==> src/rtl/bist_pkg.sv <==
package bist_pkg;
  localparam int DATA_W  = 8;
  localparam int NUM_PAT = DATA_W + 2;
  localparam logic [DATA_W-1:0] LINE_LO_VAL = 8'h55;
  localparam logic [DATA_W-1:0] LINE_HI_VAL = 8'hAA;

  typedef enum logic [4:0] {
    S_IDLE,
    S_AL_R0, S_AL_RK, S_AL_W0, S_AL_WK, S_AL_C0, S_AL_CK, S_AL_S0, S_AL_SK,
    S_CT_RA, S_CT_RD, S_CT_WA, S_CT_WD, S_CT_RB, S_CT_SA, S_CT_SD,
    S_FIN
  } bist_state_e;

  // Pattern order: zeros, ones, then one bit walking upward from bit 0.
  function automatic logic [DATA_W-1:0] pattern_of(input int unsigned idx);
    if (idx == 0) return '0;
    if (idx == 1) return '1;
    return DATA_W'(1) << (idx - 2);
  endfunction
endpackage

==> src/rtl/bist_fifo.sv <==
module bist_fifo #(
  parameter int DEPTH = 16,
  parameter int W     = 10
) (
  input  logic         clk,
  input  logic         rst,
  input  logic         flush,
  input  logic         push,
  input  logic [W-1:0] push_data,
  output logic         pop_valid,
  input  logic         pop_ready,
  output logic [W-1:0] pop_data,
  output logic         overflow
);
  localparam int PW = $clog2(DEPTH);

  logic [W-1:0] store [DEPTH];
  logic [PW:0]  wp, rp;
  logic         full, empty;

  assign empty     = (wp == rp);
  assign full      = (wp[PW] != rp[PW]) && (wp[PW-1:0] == rp[PW-1:0]);
  assign pop_valid = !empty;
  assign pop_data  = store[rp[PW-1:0]];

  always_ff @(posedge clk) begin
    if (push && !full) store[wp[PW-1:0]] <= push_data;
  end

  always_ff @(posedge clk) begin
    if (rst || flush) begin
      wp       <= '0;
      rp       <= '0;
      overflow <= 1'b0;
    end else begin
      if (push) begin
        if (full) overflow <= 1'b1;
        else      wp <= wp + (PW+1)'(1);
      end
      if (pop_valid && pop_ready) rp <= rp + (PW+1)'(1);
    end
  end
endmodule

==> src/rtl/bist_seq.sv <==
module bist_seq
  import bist_pkg::*;
#(
  parameter int ADDR_W = 10
) (
  input  logic              clk,
  input  logic              rst,
  input  logic              start,
  output logic              busy,
  output logic              done,
  output logic              pass,
  output logic [ADDR_W-1:0] top_good,
  output logic [ADDR_W-1:0] mem_addr,
  output logic [DATA_W-1:0] mem_wdata,
  output logic              mem_we,
  output logic              mem_re,
  input  logic [DATA_W-1:0] mem_rdata,
  output logic              push,
  output logic [ADDR_W-1:0] push_addr,
  output logic              flush
);
  localparam int LINE_W = $clog2(ADDR_W + 1);
  localparam int PIDX_W = $clog2(NUM_PAT);

  bist_state_e       st;
  logic [1:0]        rph;
  logic [LINE_W-1:0] line;
  logic [ADDR_W-1:0] cur;
  logic [PIDX_W-1:0] pidx;
  logic [DATA_W-1:0] sav_a, sav_b;
  logic              loc_bad, any_fail;

  logic [ADDR_W-1:0] line_addr, dec_addr, rd_addr_c, wr_addr_c;
  logic [DATA_W-1:0] pat, wr_data_c;
  logic              is_rd, is_wr, rd_last;

  assign line_addr = ADDR_W'(1) << line;
  assign dec_addr  = cur ^ ADDR_W'(1);
  assign pat       = pattern_of(32'(pidx));
  assign rd_last   = (rph == 2'd2);

  always_comb begin
    is_rd     = 1'b0;
    is_wr     = 1'b0;
    rd_addr_c = '0;
    wr_addr_c = '0;
    wr_data_c = '0;
    case (st)
      S_AL_R0, S_AL_C0: begin is_rd = 1'b1; rd_addr_c = '0;        end
      S_AL_RK, S_AL_CK: begin is_rd = 1'b1; rd_addr_c = line_addr; end
      S_CT_RA, S_CT_RB: begin is_rd = 1'b1; rd_addr_c = cur;       end
      S_CT_RD:          begin is_rd = 1'b1; rd_addr_c = dec_addr;  end
      S_AL_W0: begin is_wr = 1'b1; wr_addr_c = '0;        wr_data_c = LINE_LO_VAL; end
      S_AL_WK: begin is_wr = 1'b1; wr_addr_c = line_addr; wr_data_c = LINE_HI_VAL; end
      S_AL_S0: begin is_wr = 1'b1; wr_addr_c = '0;        wr_data_c = sav_a;       end
      S_AL_SK: begin is_wr = 1'b1; wr_addr_c = line_addr; wr_data_c = sav_b;       end
      S_CT_WA: begin is_wr = 1'b1; wr_addr_c = cur;       wr_data_c = pat;         end
      S_CT_WD: begin is_wr = 1'b1; wr_addr_c = dec_addr;  wr_data_c = ~pat;        end
      S_CT_SA: begin is_wr = 1'b1; wr_addr_c = cur;       wr_data_c = sav_a;       end
      S_CT_SD: begin is_wr = 1'b1; wr_addr_c = dec_addr;  wr_data_c = sav_b;       end
      default: ;
    endcase
  end

  always_ff @(posedge clk) begin
    if (rst) begin
      st        <= S_IDLE;
      rph       <= '0;
      busy      <= 1'b0;
      done      <= 1'b0;
      pass      <= 1'b0;
      top_good  <= '0;
      mem_addr  <= '0;
      mem_wdata <= '0;
      mem_we    <= 1'b0;
      mem_re    <= 1'b0;
      push      <= 1'b0;
      push_addr <= '0;
      flush     <= 1'b0;
      line      <= '0;
      cur       <= '0;
      pidx      <= '0;
      sav_a     <= '0;
      sav_b     <= '0;
      loc_bad   <= 1'b0;
      any_fail  <= 1'b0;
    end else begin
      mem_we <= 1'b0;
      mem_re <= 1'b0;
      push   <= 1'b0;
      done   <= 1'b0;
      flush  <= 1'b0;

      // Reads take three phases: request, wait for the registered SRAM, capture.
      if (is_rd) begin
        if (rph == 2'd0) begin
          mem_re   <= 1'b1;
          mem_addr <= rd_addr_c;
        end
        rph <= rd_last ? 2'd0 : rph + 2'd1;
      end
      if (is_wr) begin
        mem_we    <= 1'b1;
        mem_addr  <= wr_addr_c;
        mem_wdata <= wr_data_c;
      end

      case (st)
        S_IDLE: if (start) begin
          busy     <= 1'b1;
          flush    <= 1'b1;
          any_fail <= 1'b0;
          loc_bad  <= 1'b0;
          pass     <= 1'b0;
          top_good <= '0;
          rph      <= '0;
          line     <= LINE_W'(ADDR_W - 1);
          st       <= S_AL_R0;
        end
        S_AL_R0: if (rd_last) begin sav_a <= mem_rdata; st <= S_AL_RK; end
        S_AL_RK: if (rd_last) begin sav_b <= mem_rdata; st <= S_AL_W0; end
        S_AL_W0: st <= S_AL_WK;
        S_AL_WK: st <= S_AL_C0;
        S_AL_C0: if (rd_last) begin
          if (mem_rdata != LINE_LO_VAL) loc_bad <= 1'b1;
          st <= S_AL_CK;
        end
        S_AL_CK: if (rd_last) begin
          if (mem_rdata != LINE_HI_VAL) loc_bad <= 1'b1;
          st <= S_AL_S0;
        end
        S_AL_S0: st <= S_AL_SK;
        S_AL_SK: begin
          if (loc_bad) begin
            push      <= 1'b1;
            push_addr <= line_addr;
            any_fail  <= 1'b1;
          end
          loc_bad <= 1'b0;
          if (line == '0) begin
            cur  <= '0;
            pidx <= '0;
            st   <= S_CT_RA;
          end else begin
            line <= line - LINE_W'(1);
            st   <= S_AL_R0;
          end
        end
        S_CT_RA: if (rd_last) begin sav_a <= mem_rdata; st <= S_CT_RD; end
        S_CT_RD: if (rd_last) begin sav_b <= mem_rdata; st <= S_CT_WA; end
        S_CT_WA: st <= S_CT_WD;
        S_CT_WD: st <= S_CT_RB;
        S_CT_RB: if (rd_last) begin
          if (mem_rdata != pat) loc_bad <= 1'b1;
          if (pidx == PIDX_W'(NUM_PAT - 1)) begin
            pidx <= '0;
            st   <= S_CT_SA;
          end else begin
            pidx <= pidx + PIDX_W'(1);
            st   <= S_CT_WA;
          end
        end
        S_CT_SA: st <= S_CT_SD;
        S_CT_SD: begin
          if (loc_bad) begin
            push      <= 1'b1;
            push_addr <= cur;
            any_fail  <= 1'b1;
          end else begin
            top_good <= cur;
          end
          loc_bad <= 1'b0;
          if (cur == '1) st <= S_FIN;
          else begin
            cur <= cur + ADDR_W'(1);
            st  <= S_CT_RA;
          end
        end
        S_FIN: begin
          busy <= 1'b0;
          done <= 1'b1;
          pass <= !any_fail;
          st   <= S_IDLE;
        end
        default: st <= S_IDLE;
      endcase
    end
  end
endmodule

==> src/rtl/ram_bist_ctrl.sv <==
module ram_bist_ctrl #(
  parameter int ADDR_W     = 10,
  parameter int FIFO_DEPTH = 16
) (
  input  logic              clk,
  input  logic              rst,
  input  logic              start,
  output logic              busy,
  output logic              done,
  output logic              pass,
  output logic              overflow,
  output logic [ADDR_W-1:0] top_good,
  output logic [ADDR_W-1:0] mem_addr,
  output logic [7:0]        mem_wdata,
  output logic              mem_we,
  output logic              mem_re,
  input  logic [7:0]        mem_rdata,
  output logic              fail_valid,
  input  logic              fail_ready,
  output logic [ADDR_W-1:0] fail_addr
);
  logic              push, flush;
  logic [ADDR_W-1:0] push_addr;

  bist_seq #(.ADDR_W(ADDR_W)) seq_i (
    .clk(clk), .rst(rst), .start(start),
    .busy(busy), .done(done), .pass(pass), .top_good(top_good),
    .mem_addr(mem_addr), .mem_wdata(mem_wdata), .mem_we(mem_we),
    .mem_re(mem_re), .mem_rdata(mem_rdata),
    .push(push), .push_addr(push_addr), .flush(flush)
  );

  bist_fifo #(.DEPTH(FIFO_DEPTH), .W(ADDR_W)) fifo_i (
    .clk(clk), .rst(rst), .flush(flush),
    .push(push), .push_data(push_addr),
    .pop_valid(fail_valid), .pop_ready(fail_ready), .pop_data(fail_addr),
    .overflow(overflow)
  );
endmodule

==> config.mk <==
export PLATFORM = sky130hd
export DESIGN_NAME = ram_bist_ctrl
export DESIGN_NICKNAME = d
export VERILOG_FILES = /design/src/rtl/bist_pkg.sv /design/src/rtl/bist_fifo.sv /design/src/rtl/bist_seq.sv /design/src/rtl/ram_bist_ctrl.sv
export SDC_FILE = /design/constraint.sdc
export NUM_CORES = 1
export LEC_CHECK = 0
export BUFFER_PORTS_ARGS = -buffer_cell sky130_fd_sc_hd__buf_2
export CAP_MARGIN = 20
export CORE_MARGIN = 8
export CORE_UTILIZATION = 35
export DETAILED_ROUTE_END_ITERATION = 6
export SYNTH_ARGS = -nofsm -noshare
export SYNTH_HDL_FRONTEND = slang
export SYNTH_SLANG_ARGS = --single-unit
==> constraint.sdc <==
create_clock -name clk -period 4.3 [get_ports clk]
set_input_delay 0.215 -clock clk [delete_from_list [all_inputs] [get_ports clk]]
set_output_delay 0.215 -clock clk [all_outputs]
set_load 0.03 [all_outputs]
Yosys cells after proc, flatten, opt, wreduce, memory -nomap -nowiden
Memories as Yosys holds them, arrays and structs flattened. A register that Yosys moved wholly into a read port is not among the register bits.
Cells that the tools add are included.
{"block": "totals", "reg_bits": 99, "mem_bits_rw": 160, "in_bits": 12, "output_inout_bits": 45, "memories": 1}
{"memory": "fifo_i.store", "depth": 16, "word_bits": 10, "read_ports": 1, "rd_ports_with_merged_regs": 1, "wr": 1, "line": "bist_fifo.sv:17", "text": "logic [W-1:0] store [DEPTH];"}
{"block": "classes", "n_addsub": 7, "n_eq_ne": 44, "n_shift": 2, "mux": 69, "bitwise_logic": 6, "n_reduce_logical": 48}
{"cell": "10-bit 2-to-1 mux", "n": 9}
{"cell": "5-bit one-hot mux with 16 select lines", "n": 1}
{"cell": "10-bit one-hot mux with 2 select lines", "n": 3}
{"cell": "10-bit one-hot mux with 3 select lines", "n": 2}
{"cell": "8-bit one-hot mux with 6 select lines", "n": 1}
{"cell": "5-bit 2-to-1 mux", "n": 9}
{"cell": "5-bit by 4-bit == test with 1-bit output (second input constant)", "n": 8}
{"cell": "4-bit 2-to-1 mux", "n": 8}
{"cell": "8-bit 2-to-1 mux", "n": 4}
{"cell": "1-bit by 32-bit left shift with 8-bit output (first input constant)", "n": 1}
{"cell": "2-bit by 1-bit inequality test with 1-bit output (second input constant)", "n": 14}
{"cell": "2-bit OR reduction", "n": 12}
{"cell": "1-bit 2-to-1 mux", "n": 21}
{"cell": "5-bit by 3-bit == test with 1-bit output (second input constant)", "n": 4}
{"cell": "3-bit AND reduction", "n": 6}
{"cell": "4-bit one-hot mux with 2 select lines", "n": 2}
{"cell": "8-bit AND reduction", "n": 2}
{"cell": "2-bit nonzero test", "n": 8}
{"cell": "2-bit AND reduction", "n": 6}
{"cell": "10-bit by 1-bit adder with 10-bit output (second input constant)", "n": 1}
{"cell": "5-bit by 1-bit adder with 5-bit output (second input constant)", "n": 2}
{"cell": "10-bit == test (second input constant)", "n": 1}
{"cell": "5-bit by 2-bit == test with 1-bit output (second input constant)", "n": 2}
{"cell": "1-bit by 4-bit left shift with 10-bit output (first input constant)", "n": 1}
{"cell": "31 further kinds", "n": 48}

Logic depth before layout (Yosys ltp)
Gate-level depths: netlist of the first run.
{"block": "depth", "ltp_word": 9, "mapped_depth": 9, "depth_no_buf": 8}

Cells and area by module
A second synthesis of the first run with hierarchy kept.
{"block": "unflattened", "cells_unflattened": 955, "hier_area_um2": 11981.5}
{"mod": "bist_fifo", "n_inst": 1, "cells_each": 333, "area_each_um2": 7058.0}
{"mod": "bist_seq", "n_inst": 1, "cells_each": 622, "area_each_um2": 4923.5}

Least setup slack after synthesis of the first run
Ideal clock, no wire load.
{"block": "synth_timing", "path_kind": "reg2reg", "from": "register seq_i.pidx[1]", "to": "register seq_i.loc_bad", "setup_time_ps": 123, "arrival_ps": 2205, "t_required_ps": 4177, "path_slack_ps": 1972, "path_stages_with_launch": 10, "synth_period_minus_slack_ps": 2328, "path_cell_list": "dfxtp_1 -> inv_2 -> ha_1 -> clkbuf_1 -> nand2b_1 -> nor4b_1 -> nor3_1 -> a2111oi_4 -> a41oi_1 -> mux2_1"}
{"block": "synth_between", "elab_chain_len": 8}
{"item": "start, declared", "line": "bist_seq.sv:29", "text": "logic [PIDX_W-1:0] pidx;"}
{"item": "start signal, assigned", "line": "bist_seq.sv:159", "text": "pidx <= pidx + PIDX_W'(1);"}
{"item": "parallel branches: the longest is 4 deep, another holds 4-bit by 2-bit subtractor with 5-bit output"}
{"item": "8-bit 2-to-1 mux (*)", "line": "bist_pkg.sv:17", "text": "if (idx == 1) return '1;"}
{"item": "8-bit inequality test (*)", "line": "bist_seq.sv:154", "text": "if (mem_rdata != pat) loc_bad <= 1'b1;"}
{"item": "2-bit by 1-bit inequality test with 1-bit output (no source line) (*)"}
{"item": "8-bit AND reduction (no source line) (*)"}
{"item": "end signal, assigned", "line": "bist_seq.sv:139", "text": "loc_bad <= 1'b0;"}
{"item": "end signal, assigned", "line": "bist_seq.sv:154"}
{"item": "end signal, assigned", "line": "bist_seq.sv:172", "text": "loc_bad <= 1'b0;"}
{"item": "end, declared", "line": "bist_seq.sv:31", "text": "logic loc_bad, any_fail;"}
Every way passes the cells marked *. The select of a mux whose other input is x is not followed.
A chain may end at the register's enable or synchronous reset.

==> results of run 1 <==
## worst max-delay path by stage
stage / start / slack [ns] / end
after global placement: seq_i.pidx[0] / 1.64 / seq_i.loc_bad
after floorplan: seq_i.pidx[1] / 1.97 / seq_i.loc_bad
after detailed placement: seq_i.pidx[0] / 1.57 / seq_i.loc_bad
final: register / 1.21 / fail_addr[2]
after CTS: register / 1.10 / fail_addr[2]
after global routing: register / 1.0 / fail_addr[2]
## registers in the layout (all words and copies together), names as in the netlist, 4 cells and up, named ones only
name             flops
fifo_i.rp            5
fifo_i.store       160
fifo_i.wp            5
seq_i.cur           10
seq_i.line           4
seq_i.mem_addr      10
seq_i.mem_wdata      8
seq_i.pidx           4
seq_i.push_addr     10
seq_i.sav_a          8
seq_i.sav_b          8
seq_i.st             5
seq_i.top_good      10
## per-stage QoR
step | setup WS, ns | power (mW) | utilization (%)
global route | 0.996 | 6.05 | 40.2
global placement | 1.64 | 3.49 | 37.2
CTS | 1.10 | 5.88 | 40.1
floorplan | 1.97 | 3.33 | -
finish | 1.21 | 5.82 | 40.2
detailed placement | 1.57 | 3.49 | 37.2
## cell type report
type                       instances  share of cell area, %
multi-input combinational        553                   32.6
inverter                          13                  0.377
clock buffer                      39                   5.97
clock inverter                    13                   1.06
sequential                       263                   53.0
tap                              408                   3.94
timing repair buffer              67                   3.05
## power by group through the flow
stage | logic, mW | registers, mW | clock network, mW
final | 0.661 | 2.80 | 2.37
after global routing | 0.732 | 2.80 | 2.52
after CTS | 0.659 | 2.79 | 2.43
after detailed placement | 0.652 | 2.84 | 0
after global placement | 0.649 | 2.84 | 0
after floorplan | 0.450 | 2.88 | 0
## routing by layer
| layer | global-route usage, % | vias up | wire length (microns) | share of wire [%] |
|---|---|---|---|---|
| met5 | 0 | - | 0 | 0 |
| met4 | 2.89 | 0 | 431 | 1.7 |
| met3 | 2.06 | 33 | 1190 | 4.7 |
| met2 | 20.6 | 194 | 11400 | 45 |
| met1 | 18.8 | 3565 | 12300 | 49 |
| li1 | - | 3429 | - | - |
## worst register-to-register path, delay by kind of cell, from the launching register on
kind	cells	cell delay, ns
adders and majority gates	1	0.29
muxes	1	0.34
AOI/OAI and AO/OA	4	0.79
and+or+nand+nor	1	0.55
DFF	1	0.63
## cells in the mapped netlist (7+ instances only)
library cell and instances:
edfxtp_1 160, nor2_1 110, dfxtp_1 103, nand2_1 67, mux4_2 50, a21oi_1 37
clkbuf_1 35, nand3_1 28, mux2i_1 26, nor3_1 23, o21ai_0 22, xor2_1 18
ha_1 16, a31oi_1 14, buf_2 13, inv_1 12, xnor2_1 10, a211oi_1 9
a221oi_1 9, nand2b_1 9, a311oi_1 8, nor3b_1 8, a222oi_1 7
## cells by family (layout without fill, tap and decap cells)
kind of cell | Yosys count | in the layout | share of synthesized area, %
AND/OR/NAND/NOR | 298 | 298 | 12.7
AO/OA/AOI/OAI | 132 | 132 | 8.04
buffers and inverters | 64 | 132 | 2.29
adder cells (fa/ha/maj) | 16 | 16 | 1.76
flip-flops | 263 | 263 | 60.5
multiplexers | 78 | 78 | 12.4
XOR/XNOR | 29 | 29 | 2.30
==> results by group, run 1 <==
STA
  • Fin. max-slew vios: 0
  • Post-Route Skew: 0.0121 ns
  • Fin crit period: 3.09 ns
  • Hold Fails Final Rpt: 0
  • Period utilisation layout: 72.0%
  • Worst hold margin: between 0.05 and 0.06 ns
  • RSZ-0062 raised after global routing: no
  • Achievable Freq: approximately 320 MHz
  • Slew HR: around 29%
  • Final setup viols: 0
  • Least-Margin Pin Slew: roughly 1.1 ns
  • Setup TNS: 0 ns

Placement
  • Post-detail-place hpwl: roughly 16 mm
  • Dpl cells: 1300
  • IO buf count: 56
  • DP Area: 0.0120 sq mm
  • Gpl congestion: approximately 0.84

Worst setup path
  • Crit-path max FO: 21
  • Crit path required time: ~4 ns
  • CP max-delay cell: dfxtp_2
  • Crit path launch type: register
  • R2R depth: 7
  • Buf/Inv on CP: 2
  • Top cell by count, worst path: mux4_2
  • CP Capture Type: output port
  • Reg2Reg Launch Point: seq_i.pidx[0]
  • CP Depth: 4
  • Worst stage delay on the critical path: between 0.8 and 0.9 ns
  • R2R setup slack: 1.59 ns
  • WS Path Type: reg -> out
  • Reg-to-Reg End: seq_i.loc_bad
  • Cell Chain, Critical Path: buf_12, mux4_2, mux4_2, buf_2
  • CP top delay family: multiplexers
  • Critical path arrival: between 2 and 3 ns

Finish
  • Design Area, Final: 0.0130 sq mm
  • Most frequent cells in the layout: edfxtp_1 (160), nor2_1 (110), dfxtp_1 (101), nand2_1 (67), buf_2 (56)
  • Commonest non-fill, non-tap cell in the layout: edfxtp_1
  • Finished Layout Cells: about 1400
  • Layout cells sized above 1: 18.5%
  • Ant. Diodes: 0
  • Footprint of the multi-input gates: between 0.004 and 0.005 sq mm
  • Final net count: 954
  • Area grow syn2layout: 14.2%
  • Fill count: around 3000
  • Register area: about 0.0069 sq mm

Power
  • Gate power share: between 10% and 20%
  • Net Sw Frac: 25.1%
  • Flop pwr share: around 48%
  • Internal: 4.36 mW
  • P_leak: roughly 4.5 nW
  • PD cells: 449 mW/mm^2
  • Switching power: 1.46 mW
  • Max VDD drop: 0.000460 V
  • Clock power share: roughly 40%

Drt
  • Post-route ant nets: 0
  • Residual DRC count: 0
  • Detailed-route via count: 7221
  • DR WL/cell: 18.7 microns
  • DR vias/cell: 5.33
  • Iter 0 DRT Violations: 537
  • Drt pass-1 iters: 6
  • Total wire length: 25.3 mm

Clocking
  • CTS Sinks: 263
  • Post-cts sizing count: 0
  • H-tree depth: 1
  • Clock-pin slew on the worst setup and hold paths: around 0.060 ns
  • CTS Hold Buffers Added: 0
  • TritonCTS Buffers: 28
  • CTS tree: yes
  • CTS Buffer Depth: 3
  • Worst-Skew Late Latency: 0.53 ns
  • Setup repair bufs after CTS: 0
  • Root buffer cell: clkbuf_16

GRT
  • GR Overflow Total: 0
  • Global-route wire length before repair: around 40 mm
  • Number of global-route vias before repair: between 7000 and 8000
  • Largest net degree at the start of global routing: 50
  • Initial antenna violation count: 0
  • GRT Resource Usage Total: approximately an eighth

Die
  • Initial core utilization: between 30% and 40%
  • Die area: 0.0384 sq mm
  • Core Region: 0.0322 sq mm
  • Die Height: roughly 200 microns
  • Die span in x: about 200 microns
  • Site row count: 66
  • Io pins: between 50 and 60

Yosys
  • Largest cells by area after synthesis: edfxtp_1 (42%), dfxtp_1 (18%), mux4_2 (9.9%)
  • Syn Inst Count: between 800 and 900
  • Area share of the largest cell type after synthesis: 42.3%
  • Area leader, netlist: edfxtp_1
  • Async set-or-reset flop fraction in the synthesized netlist: 0%
  • Synth warn: 0
  • Sequential fraction of the synthesis area: ~61%
  • Avg Cell Area, Syn: 12.9 sq um
  • Synth Cell Area: 0.0113 sq mm
  • Register bit count reported by yosys: about 260
  • Syn Nets: 908
  • Number of synthesized flops with an enable pin: 160
  • Netlist cell types: slightly below 70
  • Top_reg_cell synth: edfxtp_1

Flow run
  • Max Cap Violations: 0

Worst hold path
  • WHS Endpoint: seq_i.sav_b[2]
  • Min-delay src: mem_rdata[2]
  • Hold Path Class: in -> reg
  • Hold Path Cell Cnt: 3

Status
  • Outcome: complete, no violations
Power figures use the tool's default switching activity.
==> run 2, diff against run 1 <==
- clock period: 4.3 -> 2.8 ns (I/O delays scaled with it)
==> results by group, run 2 (synthesis gave the netlist of run 1 again) <==
Worst hold path
  • Hold Path Class: in -> reg
  • Hold Path Cell Cnt: 3
  • WHS Endpoint: seq_i.sav_b[5]
  • Min-delay src: mem_rdata[5]

Finish
  • Design Area, Final: 0.0133 sq mm
  • Commonest non-fill, non-tap cell in the layout: edfxtp_1
  • Layout cells sized above 1: 20.5%
  • Fill count: 3021
  • Max reg flops: between 150 and 200
  • Most frequent cells in the layout: edfxtp_1 (160), nor2_1 (110), dfxtp_1 (101), nand2_1 (67), buf_2 (56)
  • Final net count: 983
  • Ant. Diodes: 0
  • Area grow syn2layout: 16.9%

Clocking
  • CTS tree: yes
  • Worst-Skew Late Latency: 0.54 ns
  • Root buffer cell: clkbuf_16
  • TritonCTS Buffers: 28
  • H-tree depth: 1
  • Setup repair bufs after CTS: 0
  • Clock-pin slew on the worst setup and hold paths: 0.06 ns
  • CTS Buffer Depth: 3
  • CTS Sinks: around 260

Worst setup path
  • Crit path required time: 2.66 ns
  • Reg-to-Reg End: seq_i.loc_bad
  • WS Path Type: reg -> out
  • CP Capture Type: output port
  • Reg2Reg Launch Point: seq_i.pidx[1]
  • R2R setup slack: 0.18 ns
  • Crit-path max FO: 40
  • R2R depth: 8
  • Crit path launch type: register
  • Critical path arrival: 2.50 ns

Die
  • Io pins: 57
  • Core Region: roughly 0.032 sq mm
  • Die span in x: roughly 200 microns
  • Die area: 0.0384 sq mm
  • Site row count: 66
  • Die Height: 196 microns
  • Initial core utilization: 35.2%

GRT
  • Global-route wire length before repair: approximately 40 mm
  • Initial antenna violation count: 0
  • GRT Resource Usage Total: 13.0%
  • GR Overflow Total: 0
  • Largest net degree at the start of global routing: 41
  • Number of global-route vias before repair: between 7000 and 8000

Flow run
  • Max Cap Violations: 0

STA
  • Slew HR: 43.5%
  • Hold Fails Final Rpt: 0
  • Least-Margin Pin Slew: 0.841 ns
  • Final setup viols: 0
  • Achievable Freq: 379 MHz
  • Period utilisation layout: a little over nine tenths
  • Worst setup margin: between 0.15 and 0.2 ns
  • RSZ-0062 raised after global routing: no
  • Post-Route Skew: 0.0141 ns
  • Fin crit period: 2.64 ns
  • Setup TNS: 0 ns
  • Fin. max-slew vios: 0

Status
  • Outcome: complete, no violations

Drt
  • DR WL/cell: roughly 18 microns
  • Total wire length: roughly 25 mm
  • Detailed-route via count: ~7300
  • Post-route ant nets: 0
  • DR vias/cell: 5.29
  • Iter 0 DRT Violations: 541
  • Drt pass-1 iters: 5
  • Residual DRC count: 0

Power
  • P_leak: 4.63 nW
  • PD cells: approximately 700 mW/mm^2
  • Net Sw Frac: 24.5%
  • Max VDD drop: 0.000504 V
  • Internal: 6.97 mW
  • Switching power: 2.26 mW
  • Clock power share: 42.1%
  • Flop pwr share: 46.3%
  • Gate power share: 11.6%

Placement
  • Gpl congestion: 0.884
  • Post-detail-place hpwl: 16.5 mm
  • IO buf count: 56
  • DP Area: 0.0122 sq mm
  • Post-place setup slack: between 0.15 and 0.2 ns
## run 2: cell count changes in the layout (fill, tap and decap cells not counted), sizes merged
| cell | delta |
|---|---|
| dlygate4sd3 | +7 |
| bufinv | +2 |
| clkinv | -7 |
| clkinvlp | +1 |
| clkbuf | +4 |
| buf | +22 |
## run 2: repair_timing
item	CTS	global route
resized for setup	0	1
hold buffers	7	0
hold endpoints to repair	13	0
setup endpoints to repair	0	1
## run 2: worst max-delay path by stage
stage                       start  cells past startpoint  slack, ns            end
floorplan           seq_i.pidx[1]                      9       0.47  seq_i.loc_bad
global placement    seq_i.pidx[1]                      8       0.30  seq_i.loc_bad
detailed placement  seq_i.pidx[1]                      8       0.20  seq_i.loc_bad
CTS                      register                      4       0.10   fail_addr[6]
global route             register                      4       0.05   fail_addr[3]
finish                   register                      4       0.16   fail_addr[6]
## run 2: through the flow
step                      total power [mW]  util (%)  hold slack, ns  std cells
after floorplan                       5.12         -           0.284        880
final                                 9.23      41.2          0.0219       1385
after detailed placement              5.40      37.9           0.461       1325
after global routing                  9.58      41.2          0.0422       1385
after global placement                5.40      37.9           0.449       1325
after CTS                             9.33      41.1          0.0124       1384
## run 2: power by group through the flow
stage / sequential, mW / combinational [mW] / clock (mW)
6_report: 4.28 / 1.07 / 3.88
5_1_grt: 4.29 / 1.18 / 4.10
4_1_cts: 4.27 / 1.07 / 3.99
3_5_place_dp: 4.35 / 1.05 / 0
3_3_place_gp: 4.35 / 1.05 / 0
2_1_floorplan: 4.42 / 0.692 / 0
## run 2: area by class of cell
class | count | area (sq um) | area share [%]
clock buffer | 43 | 800 | 6.03
clock inverter | 9 | 186 | 1.41
inverter | 13 | 48.8 | 0.368
multi-input combinational | 553 | 4220 | 31.8
sequential | 263 | 6870 | 51.8
tap | 408 | 510 | 3.85
timing repair buffer | 96 | 623 | 4.70
## run 2: worst max-delay path, stage by stage, from the launching register on
cell     delay, ns
dfxtp_2       0.34
buf_12        0.30
mux4_2        0.61
mux4_2        0.49
buf_2         0.19
## run 2: per-layer routing
layer / routed length [microns] / GRT usage, % / vias up / part of all wire [%]
met2: 11300 / 20.8 / 176 / 46
met4: 564 / 3.31 / 0 / 2.3
met3: 1080 / 2.12 / 40 / 4.4
met1: 11900 / 18.1 / 3618 / 48
met5: 0 / 0 / - / 0
li1: - / - / 3493 / -
